## config.mk

```make
export PLATFORM = sky130hd
export DESIGN_NAME = planar_pixel_shifter
export DESIGN_NICKNAME = d
export VERILOG_FILES = /design/src/rtl/pps_pkg.sv /design/src/rtl/pps_load_ctrl.sv /design/src/rtl/pps_datapath.sv /design/src/rtl/planar_pixel_shifter.sv
export SDC_FILE = /design/constraint.sdc
export NUM_CORES = 1
export LEC_CHECK = 0
export ABC_AREA = 0
export CAP_MARGIN = 20
export CORE_ASPECT_RATIO = 0.9
export CORE_MARGIN = 3
export CORE_UTILIZATION = 51
export CTS_BUF_LIST = sky130_fd_sc_hd__clkbuf_8 sky130_fd_sc_hd__clkbuf_16
export DETAILED_ROUTE_END_ITERATION = 8
export GPL_ROUTABILITY_DRIVEN = 0
export PLACE_DENSITY = 0.7
export SLEW_MARGIN = 5
export SYNTH_ARGS = -nofsm -noshare
export SYNTH_HDL_FRONTEND = slang
export SYNTH_SLANG_ARGS = --single-unit
```

## constraint.sdc

```tcl
create_clock -name clk -period 3 [get_ports clk]
set_input_delay 0.45 -clock clk [delete_from_list [all_inputs] [get_ports clk]]
set_output_delay 0.45 -clock clk [all_outputs]
set_load 0.05 [all_outputs]
```

## src/rtl/pps_pkg.sv

```systemverilog
package pps_pkg;
  localparam int NUM_PLANES = 4;
  localparam int POS_W      = $clog2(NUM_PLANES);

  typedef struct packed {
    logic [NUM_PLANES-1:0] latchEn;
    logic                  transfer;
  } ctrlStrobes_t;
endpackage

```

## src/rtl/pps_load_ctrl.sv

```systemverilog
module pps_load_ctrl
  import pps_pkg::*;
(
  input  logic         clk,
  input  logic         rst,
  input  logic         dispEn,
  input  logic         loadStrobe,
  output ctrlStrobes_t strobes
);
  logic [POS_W-1:0] loadPos;
  logic             lastSlot;

  assign lastSlot = (loadPos == POS_W'(NUM_PLANES - 1));

  always_comb begin
    strobes = '0;
    if (loadStrobe && dispEn) begin
      strobes.latchEn[loadPos] = 1'b1;
      strobes.transfer         = lastSlot;
    end
  end

  always_ff @(posedge clk) begin
    if (rst) begin
      loadPos <= '0;
    end else if (loadStrobe) begin
      if (!dispEn || lastSlot) loadPos <= '0;
      else                     loadPos <= loadPos + 1'b1;
    end
  end

  // a strobe while blanked realigns the sequence
  a_r7_realign: assert property (@(posedge clk) disable iff (rst)
    (loadStrobe && !dispEn) |=> (loadPos == '0));

  // without a strobe the position holds, whatever dispEn does
  a_r6_hold_pos: assert property (@(posedge clk) disable iff (rst)
    !loadStrobe |=> $stable(loadPos));

  // an accepted load always fires exactly one latch enable
  a_r2_one_latch: assert property (@(posedge clk) disable iff (rst)
    (loadStrobe && dispEn) |-> ($countones(strobes.latchEn) == 1));

  // no latch is written while blanked
  a_r7_no_write: assert property (@(posedge clk) disable iff (rst)
    !dispEn |-> (strobes.latchEn == '0));
endmodule

```

## src/rtl/pps_datapath.sv

```systemverilog
module pps_datapath
  import pps_pkg::*;
#(
  parameter int WORD_W = 16
) (
  input  logic                  clk,
  input  logic                  rst,
  input  logic                  dispEn,
  input  ctrlStrobes_t          strobes,
  input  logic [WORD_W-1:0]     dataIn,
  output logic [NUM_PLANES-1:0] colourIdx,
  output logic                  pixelValid
);
  localparam int CNT_W = $clog2(WORD_W + 1);

  logic [CNT_W-1:0]      bitsLeft;
  logic [NUM_PLANES-1:0] msbBits;

  for (genvar p = 0; p < NUM_PLANES; p++) begin : g_plane
    logic [WORD_W-1:0] latchQ;
    logic [WORD_W-1:0] shiftQ;

    always_ff @(posedge clk) begin
      if (rst) begin
        latchQ <= '0;
        shiftQ <= '0;
      end else begin
        if (strobes.latchEn[p]) latchQ <= dataIn;
        if (strobes.transfer)
          shiftQ <= strobes.latchEn[p] ? dataIn : latchQ;
        else
          shiftQ <= {shiftQ[WORD_W-2:0], 1'b0};
      end
    end

    assign msbBits[p] = shiftQ[WORD_W-1];
  end

  always_ff @(posedge clk) begin
    if (rst)                   bitsLeft <= '0;
    else if (strobes.transfer) bitsLeft <= CNT_W'(WORD_W);
    else if (bitsLeft != '0)   bitsLeft <= bitsLeft - 1'b1;
  end

  assign pixelValid = dispEn && (bitsLeft != '0);
  assign colourIdx  = pixelValid ? msbBits : '0;

  // a transfer arms a full group of pixels
  a_r3_full_group: assert property (@(posedge clk) disable iff (rst)
    strobes.transfer |=> (bitsLeft == CNT_W'(WORD_W)));

  // the bit counter never exceeds one word
  a_r8_no_overflow: assert property (@(posedge clk) disable iff (rst)
    bitsLeft <= CNT_W'(WORD_W));

  // an exhausted group stays exhausted until the next transfer
  a_r4_stay_empty: assert property (@(posedge clk) disable iff (rst)
    ((bitsLeft == '0) && !strobes.transfer) |=> (bitsLeft == '0));
endmodule

```

## src/rtl/planar_pixel_shifter.sv

```systemverilog
module planar_pixel_shifter
  import pps_pkg::*;
#(
  parameter int WORD_W = 16
) (
  input  logic                  clk,
  input  logic                  rst,
  input  logic                  dispEn,
  input  logic                  loadStrobe,
  input  logic [WORD_W-1:0]     dataIn,
  output logic [NUM_PLANES-1:0] colourIdx,
  output logic                  pixelValid
);
  ctrlStrobes_t strobes;

  pps_load_ctrl u_ctrl (
    .clk(clk), .rst(rst), .dispEn(dispEn),
    .loadStrobe(loadStrobe), .strobes(strobes)
  );

  pps_datapath #(.WORD_W(WORD_W)) u_dp (
    .clk(clk), .rst(rst), .dispEn(dispEn), .strobes(strobes),
    .dataIn(dataIn), .colourIdx(colourIdx), .pixelValid(pixelValid)
  );

  // blanking forces a zero, invalid output
  a_r5_blank: assert property (@(posedge clk) disable iff (rst)
    !dispEn |-> (colourIdx == '0 && !pixelValid));

  // an invalid pixel is always shown as zero
  a_r4_zero_idle: assert property (@(posedge clk) disable iff (rst)
    !pixelValid |-> (colourIdx == '0));
endmodule

```

* Yosys cells after proc, flatten, opt, wreduce, memory -nomap -nowiden
Cells that the tools add are included.
** Operators by class
- $add $sub $neg :: 2
- Magnitude comparators :: 2
- Equal/unequal tests :: 1
- Mux-type cells :: 15
- Bitwise logic cells :: 1
- Reduce and logical (&&, ||, !) cells :: 9
** Operator list (count)
- $mux 16 :: 8
- $mux 5 :: 3
- $reduce_bool 5->1 :: 1
- $sub 5x1->5 const B :: 1
- $mux 4 :: 1
- $reduce_or 2->1 :: 2
- $logic_and 1x1->1 :: 3
- $lt 2x3->1 const B :: 1
- $add 2x1->2 const B :: 1
- $demux 1 s2 :: 1
- $eq 2x2->1 const B :: 1
- $ge 2x1->1 const B :: 1
- $mux 2 :: 1
- $reduce_bool 2->1 :: 1
- $logic_not 1->1 :: 1
- $logic_or 1x1->1 :: 1
- $mux 1 :: 1
- $not 1->1 :: 1
** Storage, ports and cells
- Register bits after elaboration :: 135
- Input port bits :: 20
- Output and inout port bits :: 5
- Logic and storage cells :: 45

* Longest topological paths before layout
- Word-level depth :: 7
- Gate-level depth with buffers :: 8

* By module
Synthesis repeated with hierarchy kept, for this count alone.
** Second synthesis, totals
- Cell total of the unflattened synthesis :: 464
- Area, all modules :: 4734.5 um^2
** Modules (own cells, without submodules)
- pps_datapath :: instances 1, cells an instance 445, area an instance 4556.9 um^2, seq. area each 2662.6 um^2
- pps_load_ctrl :: instances 1, cells an instance 19, area an instance 177.7 um^2, seq. area each 40.0 um^2

* Least setup slack after synthesis
No wires, ideal clock.
- Kind :: reg2out
- Start :: reg u_dp.bitsLeft[0]
- End :: out colourIdx[0]
- Arrival :: 1.446 ns
- Required time :: 2.550 ns
- Setup slack :: 1.104 ns
- Cell stages (with the launch flop) :: 6
- Path buffers :: 1
- Cell sequence :: dfxtp_1 -> inv_1 -> ha_1 -> or4b_4 -> buf_6 -> and3_2
** Between the ends
- Cells in the longest elaborated chain, start to end :: 3
** RTL lines
- start: declaration :: RTL line pps_datapath.sv:16 : logic [CNT_W-1:0] bitsLeft;
- start signal: assignment :: RTL line pps_datapath.sv:41 : else if (strobes.transfer) bitsLeft <= CNT_W'(WORD_W);
- start signal: assignment :: RTL line pps_datapath.sv:42 : else if (bitsLeft != '0) bitsLeft <= bitsLeft - 1'b1;
- $reduce_bool 5->1 :: RTL line pps_datapath.sv:45 : assign pixelValid = dispEn && (bitsLeft != '0);
- $logic_and 1x1->1 :: RTL line pps_datapath.sv:45
- $mux 4 :: RTL line pps_datapath.sv:46 : assign colourIdx = pixelValid ? msbBits : '0;
- end: declaration :: RTL line planar_pixel_shifter.sv:11 : output logic [NUM_PLANES-1:0] colourIdx,
Every way passes these cells.

* Final worst setup path
- Start :: reg u_dp.bitsLeft[0]
- End :: out pixelValid
** Between the ends
- Cells in the longest elaborated chain, start to end :: 2
** RTL lines
- $reduce_bool 5->1 :: RTL line pps_datapath.sv:45
- $logic_and 1x1->1 :: RTL line pps_datapath.sv:45
- end: declaration :: RTL line planar_pixel_shifter.sv:12 : output logic pixelValid
Every way passes these cells.

==> qor.json <==
{
  "die_x_um": 107,
  "setup_viol": 0,
  "max_cap_violations": 0,
  "drtIter0Drc": 174,
  "routedWlPerCell_um": 15.1,
  "syn-instance-count": 533,
  "cts_sink_count": 119,
  "synth-seq-area-share_pct": 51.0,
  "commonest_non_fill_non_tap_cells_in_the_layout": "nand2_1 (120), dfxtp_1 (119), a21oi_1 (62)",
  "placement_rows": 32,
  "die_height_um": 96.8,
  "cts.hold.buffers_added": 0,
  "post_drt_via_cell_ratio": 5.30,
  "clk_transition_reported_paths_ns": 0.05,
  "pwr_density_cell_nw_per_um2": 704,
  "cts_made_buffers": 17,
  "die-area_um2": 10300,
  "hp-class": "input port to flop",
  "io_pins": 25,
  "fmax_mhz": 367,
  "worstMarginPinSlew_ns": 0.796,
  "core-area_um2": 8730,
  "detailroute.wirelength.met3_um": 574,
  "crit_chain": "inv_1 -> ha_1 -> or4b_4 -> and2_2 -> dlygate4sd2_1",
  "worst_vdd_rail_ir_drop_uv": 532,
  "critical_path_class": "flop to output port",
  "clockRootBuffer": "clkbuf_8",
  "grt.overflow.total": 0,
  "timing.critical_path.slowest_stage_cell": "or4b_4",
  "outcome": "complete, no violations",
  "final_layout_size_suffix_gt1_share_pct": 9.37,
  "grt_setup_unrepaired": "no",
  "first_pass_iters": 4,
  "io_buffer_count": 24,
  "cts_max_level": 4,
  "grt_first_pass_wirelength_um": 16800,
  "deepest_clock_path_buffer_count": 2,
  "finalHoldViolations": 0,
  "via_count": 3570,
  "final_net_count": 568,
  "sum_of_negative_setup_slack_ns": 0,
  "mostFrequentLayoutCell": "nand2_1",
  "timing.critical_path.from_type": "flop",
  "timing.critical_path.fanout_max": 9,
  "count_of_distinct_cell_types_in_the_synthesized_netlist": 25,
  "tritoncts_clock_tree": "done",
  "yosysWarningCount": 0,
  "effective_utilization_at_floorplan_pct": 53.5,
  "period_share_pct": 90.8,
  "synthesis.area_um2": 4670,
  "synth_fp_nets": 558,
  "routed-wl-met2_um": 4760,
  "max_stage_delay_ns": 0.54,
  "route.detailed.drc": 0,
  "met1Wirelength_um": 4730,
  "topRoutingLayerUsed": "met4",
  "slew_headroom_pct": 47.0,
  "route.final.wire_length_um": 10200,
  "syn2layout_area_growth_pct": 17.7,
  "worstSkewPairLatency_ns": 0.52,
  "finish.utilization_pct": 63.0,
  "finalWorstPathRequiredPeriod_ns": 2.72,
  "grt_max_degree": 51,
  "arrival_ns": 2.27,
  "antenna-diode-count": 0,
  "post-layout-total-power_mw": 3.87,
  "flop_to_flop_setup_slack_ns": 1.09,
  "standby_leakage_power_nw": 1.95,
  "ys_ff_latch": 119,
  "skew_ns": 0.0118,
  "cp-end-kind": "output port",
  "final-max-slew-violation-count": 0,
  "required_ns": 2.55,
  "grt_pass1_vias": 3361,
  "antenna_viol_nets_final": 0,
  "antenna_violations_before_repair": 0,
  "syn_area_per_cell_um2": 8.76,
  "post_dp_hpwl_um": 6320,
  "grt_total_usage_pct": 21.0
}
==> sequential cells by signal, summed over array words and instances, names as in the netlist <==
signal,flops
u_dp.g_plane.latchQ,48
u_dp.bitsLeft,5
u_dp.g_plane.shiftQ,64
u_ctrl.loadPos,2
==> per-layer routing <==
| metal | global-route usage, % | vias to the layer above |
|---|---|---|
| li1 | - | 1825 |
| met1 | 28.3 | 1669 |
| met2 | 31.5 | 68 |
| met3 | 7.07 | 8 |
| met4 | 7.57 | 0 |
| met5 | 0 | - |
==> Yosys cell counts <==
cell,n,share of area (%)
nand2_1,120,9.6
dfxtp_1,119,51
a21oi_1,62,6.6
nor2_1,52,4.2
mux2i_1,49,11
a211oi_1,45,7.2
buf_2,24,2.6
clkbuf_1,21,1.7
ha_1,5,1.3
inv_1,5,0.40
nor3_1,5,0.54
and3_1,4,0.54
and3_2,4,0.64
nand3_1,4,0.43
xnor2_1,3,0.56
nor3b_1,2,0.32
a2111oi_2,1,0.32
and2_2,1,0.16
buf_1,1,0.080
buf_6,1,0.24
nand2b_1,1,0.13
nand3b_1,1,0.16
nand4b_1,1,0.19
o31ai_1,1,0.16
or4b_4,1,0.29
==> path summary, 6_finish.rpt <==
kind,cells past startpoint,endpoint,start
max,5,pixelValid,u_dp.bitsLeft[0]
min,2,u_ctrl.loadPos[0],rst
max reg2reg,6,u_dp.g_plane[2].latchQ[6],u_ctrl.loadPos[0]
min reg2reg,2,u_dp.g_plane[3].shiftQ[12],u_dp.g_plane[3].shiftQ[11]
==> worst max-delay path: cells and delay by family, from the launching register on <==
kind	cells	cell delay [ns]
adder cells (fa/ha/maj)	1	0.19
AND/OR/NAND/NOR	2	0.76
flip-flops	1	0.33
buffers and inverters	2	0.47
==> where the power goes <==
part | internal [mW] | leakage, nW | switching, mW
Clock | 1.20 | 0.298 | 0.645
Sequential | 1.63 | 0.961 | 0.0309
Combinational | 0.156 | 0.696 | 0.209
Total | 2.99 | 1.95 | 0.885
==> logic make-up after synthesis <==
group	share of synthesized area (%)
XOR/XNOR	0.563
flip-flops	51.0
multiplexers	10.5
AO/OA/AOI/OAI	14.4
AND/OR/NAND/NOR	17.2
buffers and inverters	4.98
adder cells (fa/ha/maj)	1.34
==> per-stage QoR <==
| step | hold slack (ns) | std cells | setup WS (ns) | area (µm²) |
|---|---|---|---|---|
| final | 0.390 | 674 | 0.276 | 5500 |
| after global routing | 0.394 | 674 | 0.183 | 5500 |
| after CTS | 0.370 | 674 | 0.251 | 5500 |
| after detailed placement | 0.431 | 643 | 0.530 | 4940 |
| after global placement | 0.428 | 643 | 0.568 | 4940 |
| after floorplan | 0.422 | 533 | 1.10 | 4670 |
==> final cells by class <==
| cell class | count | area [µm²] |
|---|---|---|
| Fill cell | 779 | 3230 |
| Sequential cell | 119 | 2380 |
| Multi-Input combinational cell | 362 | 2060 |
| Clock buffer | 23 | 497 |
| Timing Repair Buffer | 38 | 332 |
| Tap cell | 119 | 149 |
| Clock inverter | 8 | 57.6 |
| Inverter | 5 | 18.8 |
==> what timing repair did <==
item | in CTS | in global routing
setup buffers | 0 | 0
endpoints found under the setup margin | 1 | 0
gates resized for setup | 1 | 0
hold endpoints to repair | 0 | 0
(Power assumes the default switching activity.)
